[config.mk]
export PLATFORM = sky130hd
export DESIGN_NAME = interval_timers
export DESIGN_NICKNAME = d
export VERILOG_FILES = /design/src/rtl/interval_timers.sv
export SDC_FILE = /design/constraint.sdc
export NUM_CORES = 1
export LEC_CHECK = 0
export BUFFER_PORTS_ARGS = -buffer_cell sky130_fd_sc_hd__buf_2
export CAP_MARGIN = 20
export CORE_ASPECT_RATIO = 0.5
export CORE_MARGIN = 1
export CORE_UTILIZATION = 58
export DETAILED_ROUTE_END_ITERATION = 10
export GPL_ROUTABILITY_DRIVEN = 0
export PLACE_DENSITY_LB_ADDON = 0.12
export SLEW_MARGIN = 10
export SYNTH_ARGS = -nofsm -noshare
export SYNTH_HDL_FRONTEND = slang
export SYNTH_SLANG_ARGS = --single-unit
[constraint.sdc]
create_clock -name clk -period 3.27 [get_ports clk]
set_clock_uncertainty 0.15 [all_clocks]
set_input_delay 0.1635 -clock clk [delete_from_list [all_inputs] [get_ports clk]]
set_output_delay 0.1635 -clock clk [all_outputs]
set_load 0.03 [all_outputs]
[src/rtl/interval_timers.sv]
module interval_timers #(
  parameter int DW       = 32,
  parameter int FIX_BASE = 9,
  parameter int FIX_STEP = 4
) (
  input  logic          clk,
  input  logic          rst_n,
  input  logic          tick,
  input  logic          wr_en,
  input  logic [1:0]    addr,
  input  logic [DW-1:0] wr_data,
  output logic [DW-1:0] rd_data,
  output logic          fix_irq,
  output logic          pit_irq
);
  localparam int FIX_W   = FIX_BASE + 3 * FIX_STEP;
  localparam int B_PIE   = 26;
  localparam int B_FSEL  = 24;
  localparam int B_FIE   = 23;
  localparam int B_ARE   = 22;
  localparam int B_SPIT  = 27;
  localparam int B_SFIT  = 26;
  localparam logic [1:0] A_LOAD = 2'd0;
  localparam logic [1:0] A_CTL  = 2'd1;
  localparam logic [1:0] A_STAT = 2'd2;

  logic             ctl_pie, ctl_fie, ctl_are;
  logic [1:0]       ctl_fsel;
  logic             st_pit, st_fit;
  logic [FIX_W-1:0] fix_cnt, fix_lim;
  logic [DW-1:0]    pit_cnt, pit_rld;
  logic             pit_run;
  logic             ld_wr, ctl_wr, st_wr, fix_hit, pit_hit;

  assign ld_wr   = wr_en && (addr == A_LOAD);
  assign ctl_wr  = wr_en && (addr == A_CTL);
  assign st_wr   = wr_en && (addr == A_STAT);
  assign fix_lim = {FIX_W{1'b1}} >> (FIX_STEP * (3 - int'(ctl_fsel)));
  assign fix_hit = tick && (fix_cnt >= fix_lim);
  assign pit_hit = tick && pit_run && (pit_cnt == DW'(1)) && !ld_wr;

  always_ff @(posedge clk or negedge rst_n) begin
    if (!rst_n) begin
      ctl_pie  <= 1'b0;
      ctl_fie  <= 1'b0;
      ctl_are  <= 1'b0;
      ctl_fsel <= 2'd0;
    end else if (ctl_wr) begin
      ctl_pie  <= wr_data[B_PIE];
      ctl_fie  <= wr_data[B_FIE];
      ctl_are  <= wr_data[B_ARE];
      ctl_fsel <= wr_data[B_FSEL +: 2];
    end
  end

  always_ff @(posedge clk or negedge rst_n) begin
    if (!rst_n)       fix_cnt <= '0;
    else if (fix_hit) fix_cnt <= '0;
    else if (tick)    fix_cnt <= fix_cnt + 1'b1;
  end

  always_ff @(posedge clk or negedge rst_n) begin
    if (!rst_n) begin
      pit_cnt <= '0;
      pit_rld <= '0;
      pit_run <= 1'b0;
    end else if (ld_wr) begin
      pit_cnt <= wr_data;
      pit_rld <= wr_data;
      pit_run <= (wr_data > DW'(1)) && ctl_pie;
    end else if (tick && pit_run) begin
      if (pit_cnt == DW'(1)) begin
        if (ctl_are) pit_cnt <= pit_rld;
        else begin
          pit_cnt <= '0;
          pit_run <= 1'b0;
        end
      end else begin
        pit_cnt <= pit_cnt - 1'b1;
      end
    end
  end

  always_ff @(posedge clk or negedge rst_n) begin
    if (!rst_n) begin
      st_fit <= 1'b0;
      st_pit <= 1'b0;
    end else begin
      st_fit <= fix_hit | (st_fit & ~(st_wr & wr_data[B_SFIT]));
      st_pit <= pit_hit | (st_pit & ~(st_wr & wr_data[B_SPIT]));
    end
  end

  assign fix_irq = st_fit & ctl_fie;
  assign pit_irq = st_pit & ctl_pie;

  always_comb begin
    rd_data = '0;
    case (addr)
      A_LOAD: rd_data = pit_cnt;
      A_CTL: begin
        rd_data[B_PIE]       = ctl_pie;
        rd_data[B_FSEL +: 2] = ctl_fsel;
        rd_data[B_FIE]       = ctl_fie;
        rd_data[B_ARE]       = ctl_are;
      end
      A_STAT: begin
        rd_data[B_SPIT] = st_pit;
        rd_data[B_SFIT] = st_fit;
      end
      default: rd_data = '0;
    endcase
  end

  AST_FIT_FLAG_HOLDS: assert property (@(posedge clk) disable iff (!rst_n)
    st_fit && !(st_wr && wr_data[B_SFIT]) |=> st_fit);
  AST_PIT_SMALL_STOPS: assert property (@(posedge clk) disable iff (!rst_n)
    ld_wr && (wr_data <= DW'(1)) |=> !pit_run && !st_pit);
  AST_PIT_DECREMENTS: assert property (@(posedge clk) disable iff (!rst_n)
    pit_run && tick && !ld_wr && (pit_cnt > DW'(1)) |=> pit_cnt == $past(pit_cnt) - 1'b1);
  AST_PIT_RELOADS: assert property (@(posedge clk) disable iff (!rst_n)
    pit_run && tick && !ld_wr && (pit_cnt == DW'(1)) && ctl_are
    |=> pit_run && st_pit && (pit_cnt == $past(pit_rld)));
  AST_PIT_HOLDS_IDLE: assert property (@(posedge clk) disable iff (!rst_n)
    !tick && !ld_wr |=> $stable(pit_cnt));
  AST_FIT_WITHIN_LIMIT: assert property (@(posedge clk) disable iff (!rst_n)
    fix_hit |=> fix_cnt == '0 && st_fit);
endmodule

==> results_dict.tcl, run 1 <==
set metrics [dict create \
    status "complete, no violations" \
    slew_headroom_pct 49.56 \
    clk_latency_ns 0.35 \
    switchingPower_w 0.001175 \
    power_frac_comb_pct 23.1 \
    core_area_sq_mm 0.008919 \
    wl_per_cell_microns 18.02 \
    setup_viol_count_final 0 \
    p_int_w 0.002289 \
    r2r_cells 7 \
    dr_total_vias 5259 \
    power.leakage_nw 3.069 \
    gr-total-overflow 0 \
    critical_path.cell_chain "nand2_1 > ha_1 > nand4_1 > or4_1 > or3_1 > a31oi_4 > nor2_1" \
    synthDistinctLibCells 66 \
    drc 0 \
    hold_depth 3 \
    numPortBuffers 71 \
    synthTopCellsByCount "nand2_1, dfrtp_1, nor2_1, and2_1, nand3_1" \
    syn_area_per_cell_sq_um 8.673 \
    critPathCaptureType "flip-flop" \
    htreeDepth 3 \
    synthCells 630 \
    die_x_microns 139.3 \
    die_y_microns 70.63 \
    cp_slowest_cell "or4_1" \
    hpwl_microns 10590 \
    synth_warnings 0 \
    cts-root-buf "clkbuf_16" \
    postSynth.asyncResetShare_pct 100.0 \
    clock-sinks 93 \
    crit_fanout 17 \
    hold_viol_final 0 \
    drtAntennaViolNets 0 \
    fmax_mhz 359.4 \
    timing.reg2reg.setup_slack_ns 0.49 \
    post-synth-top-area-fraction_pct 42.59 \
    fin_crit_sh_pct 85.08 \
    synth_area_leaders "dfrtp_1, nand2_1, and2_1" \
    p_seq_share_pct 46.8 \
    clk_path_buf_depth 2 \
    slew_viol_final 0 \
    grt_max_degree 49 \
    drive_gt1_share_pct 16.92 \
    yosysMostFrequentCell "nand2_1" \
    yosys_most_used_dff "dfrtp_1" \
    grt_pass1_wl_microns 25230 \
    nNetsFinal 779 \
    synth_seq_cells 93 \
    cp.arrival_ns 2.84 \
    initial_core_util_pct 61.27 \
    swShare_pct 33.91 \
    core.rowCount 24 \
    seq_area_frac_synth_pct 42.59 \
    synth-edff-count 0 \
    ios 72 \
    final_cells 850 \
    grt.total_usage_pct 33.10 \
    syn-num-nets 679 \
    fin_setup_tns_ns 0 \
    numPlacedInstances 802 \
    cp_slowest_stage_delay_ns 0.52 \
    dp_slack_ns 0.5098 \
    fin_util_pct 73.78 \
    drt_first_pass_iters 6 \
    hp-class "primary input to flip-flop" \
    numCtsBuffers 9 \
    first_iter_violations 572 \
    drt_wl_total_microns 15320 \
    antenna_cells 0 \
    cts_tree "built" \
    maxCapViolCount 0 \
    antenna_found_initial 0 \
    p_per_area_mw_per_mm2 526.4 \
    fin_ws_ns 0.4879 \
    grt_pass1_vias 4995 \
    fin_crit_ns 2.782 \
    r2r-end "fix_cnt[13]" \
    worstPathRequired_ns 3.33 \
    start_kind "flip-flop" \
    worstSetupPathType "flip-flop to flip-flop" \
    crit_end "fix_cnt[13]" \
    viasPerCell 6.187 \
    reg2reg_from "ctl_fsel[1]" \
    clk_pin_slew_worst_paths_ns 0.06 \
    synth_area_sq_mm 0.005464 \
    cp-startpoint "ctl_fsel[1]" \
    rsz0062_at_grt "no" \
    irDropWorstVdd_mv 0.2702 \
    die-area_sq_mm 0.009836 \
    pwr-share-clk_pct 30.1 \
    tightest_slew_ns 0.7538 \
    syn_to_final_growth_pct 20.43 \
    synth.largest_area_cell "dfrtp_1" \
]
==> placed cells by master, fill, tap and decap left out, types with 3 or more instances in the layout <==
cell type,synthesis,routed
and2_1,29,29
nand3_1,28,28
a21o_1,9,9
a21oi_1,21,21
inv_1,4,4
dfrtp_1,93,93
a222oi_1,3,3
buf_2,4,70
xor2_1,15,15
or3_1,10,10
nor2_1,47,46
ha_1,11,11
and3_1,4,4
nand2_1,161,161
mux2i_1,8,8
dlygate4sd3_1,0,34
clkbuf_16,0,9
nor3_1,13,13
o21ai_0,25,25
nor4_1,19,19
nor4_4,3,3
o311ai_0,5,5
mux2_2,6,6
nand3b_1,3,3
buf_4,3,10
xnor2_1,6,6
nand4_1,14,14
a211o_1,3,3
o22ai_1,5,5
or4_1,5,5
o211ai_1,4,4
a31oi_1,5,5
==> registers in the layout, summed over array words and instances (netlist names) <==
signal,count
pit_rld,32
st_fit,1
st_pit,1
fix_cnt,21
ctl_fsel,2
ctl_are,1
pit_run,1
ctl_pie,1
ctl_fie,1
pit_cnt,32
==> power by group through the flow <==
stage | combinational, W | sequential (W) | clock [W]
after floorplan | 0.000570 | 0.00155 | 0
after global placement | 0.000739 | 0.00162 | 0
after detailed placement | 0.000759 | 0.00163 | 0
after CTS | 0.000799 | 0.00161 | 0.00105
after global routing | 0.000897 | 0.00165 | 0.00109
final | 0.000802 | 0.00162 | 0.00104
==> routing by layer <==
layer,up-vias,global-route usage [%],part of all wire (%)
met4,0,10.00,2.1
met3,37,7.515,8.6
met2,243,53.60,46
met5,-,0,0
met1,2537,44.95,44
li1,2442,-,-
==> per-stage QoR <==
stage | hold slack [ns] | instance area [sq um] | total power, W
finish | 0.02522 | 6580 | 0.003464
global route | 0.04833 | 6580 | 0.003643
CTS | 0.02732 | 6580 | 0.003464
detailed placement | 0.06712 | 5951 | 0.002388
global placement | 0.06788 | 5951 | 0.002360
floorplan | -0.2821 | 5464 | 0.002115
==> logic make-up (layout without fill, tap and decap cells) <==
kind of cell               after synthesis  count (layout)  synth area share (%)
and+or+nand+nor                        358             358                 33.50
AOI/OAI and AO/OA                      101             101                 12.55
DFF                                     93              93                 42.59
buffers and inverters                   32             135                 2.771
xor gates and xnor gates                21              21                 3.366
muxes                                   14              14                 2.702
adders and majority gates               11              11                 2.519
==> critical path, delay by kind of cell (launching register included) <==
family	cells	cell delay [ns]
compound gates	1	0.48
fa+ha+maj	1	0.33
flops	1	0.42
simple gates	5	1.28
==> final cells by class <==
type / count / area, sq um
multi-input combinational: 505 / 2993
fill: 675 / 2338
sequential: 93 / 2327
timing repair buffer: 116 / 805.8
clock buffer: 10 / 239.0
tap: 117 / 146.4
clock inverter: 4 / 50.05
inverter: 5 / 18.77
==> worst min-delay path by stage <==
stage | from | end
6_report | wr_en | st_fit
5_1_grt | wr_en | st_fit
4_1_cts | wr_en | st_fit
2_1_floorplan | rst_n | ctl_are
3_3_place_gp | rst_n | fix_cnt[14]
3_5_place_dp | rst_n | fix_cnt[14]
==> what timing repair did <==
item / 4_1_cts / 5_1_grt
hold endpoints to repair: 95 / 0
setup buffers: 0 / 0
hold buffers: 34 / 0
gates resized for setup: 0 / 0
No activity file was read; power rests on OpenSTA's default activity.
==> run 2, diff against run 1 <==
Settings changed: REMOVE_ABC_BUFFERS from default to 1.
==> run 2 against run 1 <==
  * Clock power is 4% lower
  * Sequential share of layout area is 0.14 points higher
  * Hold slack better by 0.00080 ns
  * Global-route usage is 0.19 points higher
  * Largest cell class unchanged
  * Highest routed layer unchanged
  * Worst setup slack worse by 0.048 ns
  * Cell count is 0.24% higher
==> results_dict.tcl, run 2 (synthesis gave the netlist of run 1 again) <==
set metrics [dict create \
    final_cells 852 \
    swShare_pct 34.42 \
    wl_per_cell_microns 18.09 \
    switchingPower_w 0.001173 \
    gr-total-overflow 0 \
    dr_total_vias 5186 \
    tightest_slew_ns 0.7645 \
    viasPerCell 6.087 \
    hold_end "st_fit" \
    hp-class "primary input to flip-flop" \
    clk_pin_slew_worst_paths_ns 0.06 \
    numCtsBuffers 9 \
    fin_crit_sh_pct 86.54 \
    mostFrequentLayoutCell "nand2_1" \
    antenna_cells 0 \
    fillers 667 \
    drc 0 \
    reg2reg_from "ctl_fsel[1]" \
    power.leakage_nw 3.062 \
    r2r-end "fix_cnt[18]" \
    htreeDepth 3 \
    critPathCaptureType "flip-flop" \
    pwr-share-clk_pct 29.2 \
    numPlacedInstances 803 \
    grt.total_usage_pct 33.30 \
    antenna_found_initial 0 \
    cts-root-buf "clkbuf_16" \
    fin_area_sq_mm 0.006554 \
    die-area_sq_mm 0.009836 \
    hpwl_microns 10510 \
    timing.reg2reg.setup_slack_ns 0.44 \
    core_area_sq_mm 0.008919 \
    numPortBuffers 71 \
    first_iter_violations 538 \
    drive_gt1_share_pct 17.14 \
    grt_pass1_vias 4938 \
    clk_latency_ns 0.35 \
    slew_viol_final 0 \
    layout_common_cells "nand2_1, dfrtp_1, buf_2" \
    drtAntennaViolNets 0 \
    fmax_mhz 353.4 \
    maxCapViolCount 0 \
    crit_fanout 17 \
    worstSetupPathType "flip-flop to flip-flop" \
    whs_ns 0.02602 \
    cp.arrival_ns 2.89 \
    drt_first_pass_iters 8 \
    status "complete, no violations" \
    grt_max_degree 38 \
    clk_path_buf_depth 2 \
    p_per_area_mw_per_mm2 520.0 \
    reg.largest.list "pit_cnt x32, pit_rld x32, fix_cnt x21" \
    r2r_cells 7 \
    core.rowCount 24 \
    cts_tree "built" \
    irDropWorstVdd_mv 0.2895 \
    grt_pass1_wl_microns 25430 \
    cts_setup_buffers 0 \
    initial_core_util_pct 61.27 \
    fin_crit_ns 2.830 \
    power_frac_comb_pct 23.2 \
    die_y_microns 70.63 \
    syn_to_final_growth_pct 19.95 \
    rsz0062_at_grt "no" \
    fin_setup_tns_ns 0 \
    hold_viol_final 0 \
    p_int_w 0.002235 \
    die_x_microns 139.3 \
    drt_wl_total_microns 15410 \
    nNetsFinal 780 \
    start_kind "flip-flop" \
    hp-start "wr_en" \
    ios 72 \
    hold_depth 3 \
    worstPathRequired_ns 3.33 \
    placed_area_sq_mm 0.005936 \
    slew_headroom_pct 48.85 \
    setup_viol_count_final 0 \
    clock-sinks 93 \
    p_seq_share_pct 47.6 \
]
[run 2: how the worst max path moves through the flow]
stage,start,end,cells past startpoint
6_report,ctl_fsel[1],fix_cnt[18],7
5_1_grt,ctl_fsel[1],fix_cnt[18],7
2_1_floorplan,addr[1],pit_cnt[31],5
3_5_place_dp,ctl_fsel[1],fix_cnt[18],7
4_1_cts,ctl_fsel[1],fix_cnt[18],7
3_3_place_gp,ctl_fsel[1],fix_cnt[6],7
[run 2: power by group through the flow]
| stage | Clock [W] | Combinational (W) | Sequential (W) |
|---|---|---|---|
| after floorplan | 0 | 0.000541 | 0.00156 |
| after global placement | 0 | 0.000732 | 0.00162 |
| after detailed placement | 0 | 0.000749 | 0.00163 |
| after CTS | 0.00100 | 0.000786 | 0.00161 |
| after global routing | 0.00105 | 0.000883 | 0.00165 |
| final | 0.000996 | 0.000791 | 0.00162 |
[run 2: worst max-delay path, cell delays in order (launching register included)]
cell,delay (ns)
dfrtp_1,0.45
nand2_1,0.16
ha_1,0.34
nand4_1,0.13
or4_1,0.52
or3_1,0.38
a31oi_4,0.46
nor2_1,0.10
[run 2: layer usage]
layer  routed length, microns  vias to the layer above  GRT usage (%)  share of wire, %
met5                        0                        -              0                 0
met4                      295                        0          7.654               1.9
met3                     1235                       31          6.635               8.0
met2                     7004                      222          55.50                45
met1                     6877                     2490          45.40                45
li1                         -                     2443              -                 -
[run 2: metrics by stage]
stage	setup slack, ns	total power [W]	utilization (%)
5_1_grt	0.2651	0.003580	73.48
6_report	0.4402	0.003408	73.48
3_3_place_gp	0.5788	0.002354	66.55
3_5_place_dp	0.4741	0.002377	66.55
2_1_floorplan	-2.094	0.002096	-
4_1_cts	0.4369	0.003401	73.48
[run 2: area by class of cell]
cell class | count | area (sq um) | area share, %
Clock inverter | 3 | 21.27 | 0.3246
Tap cell | 117 | 146.4 | 2.234
Timing Repair Buffer | 117 | 788.3 | 12.03
Clock buffer | 12 | 256.5 | 3.914
Sequential cell | 93 | 2327 | 35.51
Inverter | 5 | 18.77 | 0.2864
Multi-Input combinational cell | 505 | 2995 | 45.70
[run 2: timing repair]
action	CTS	global route
hold endpoints to repair	78	0
hold buffers	34	0
endpoints found under the setup margin	0	0
resized for setup	0	0
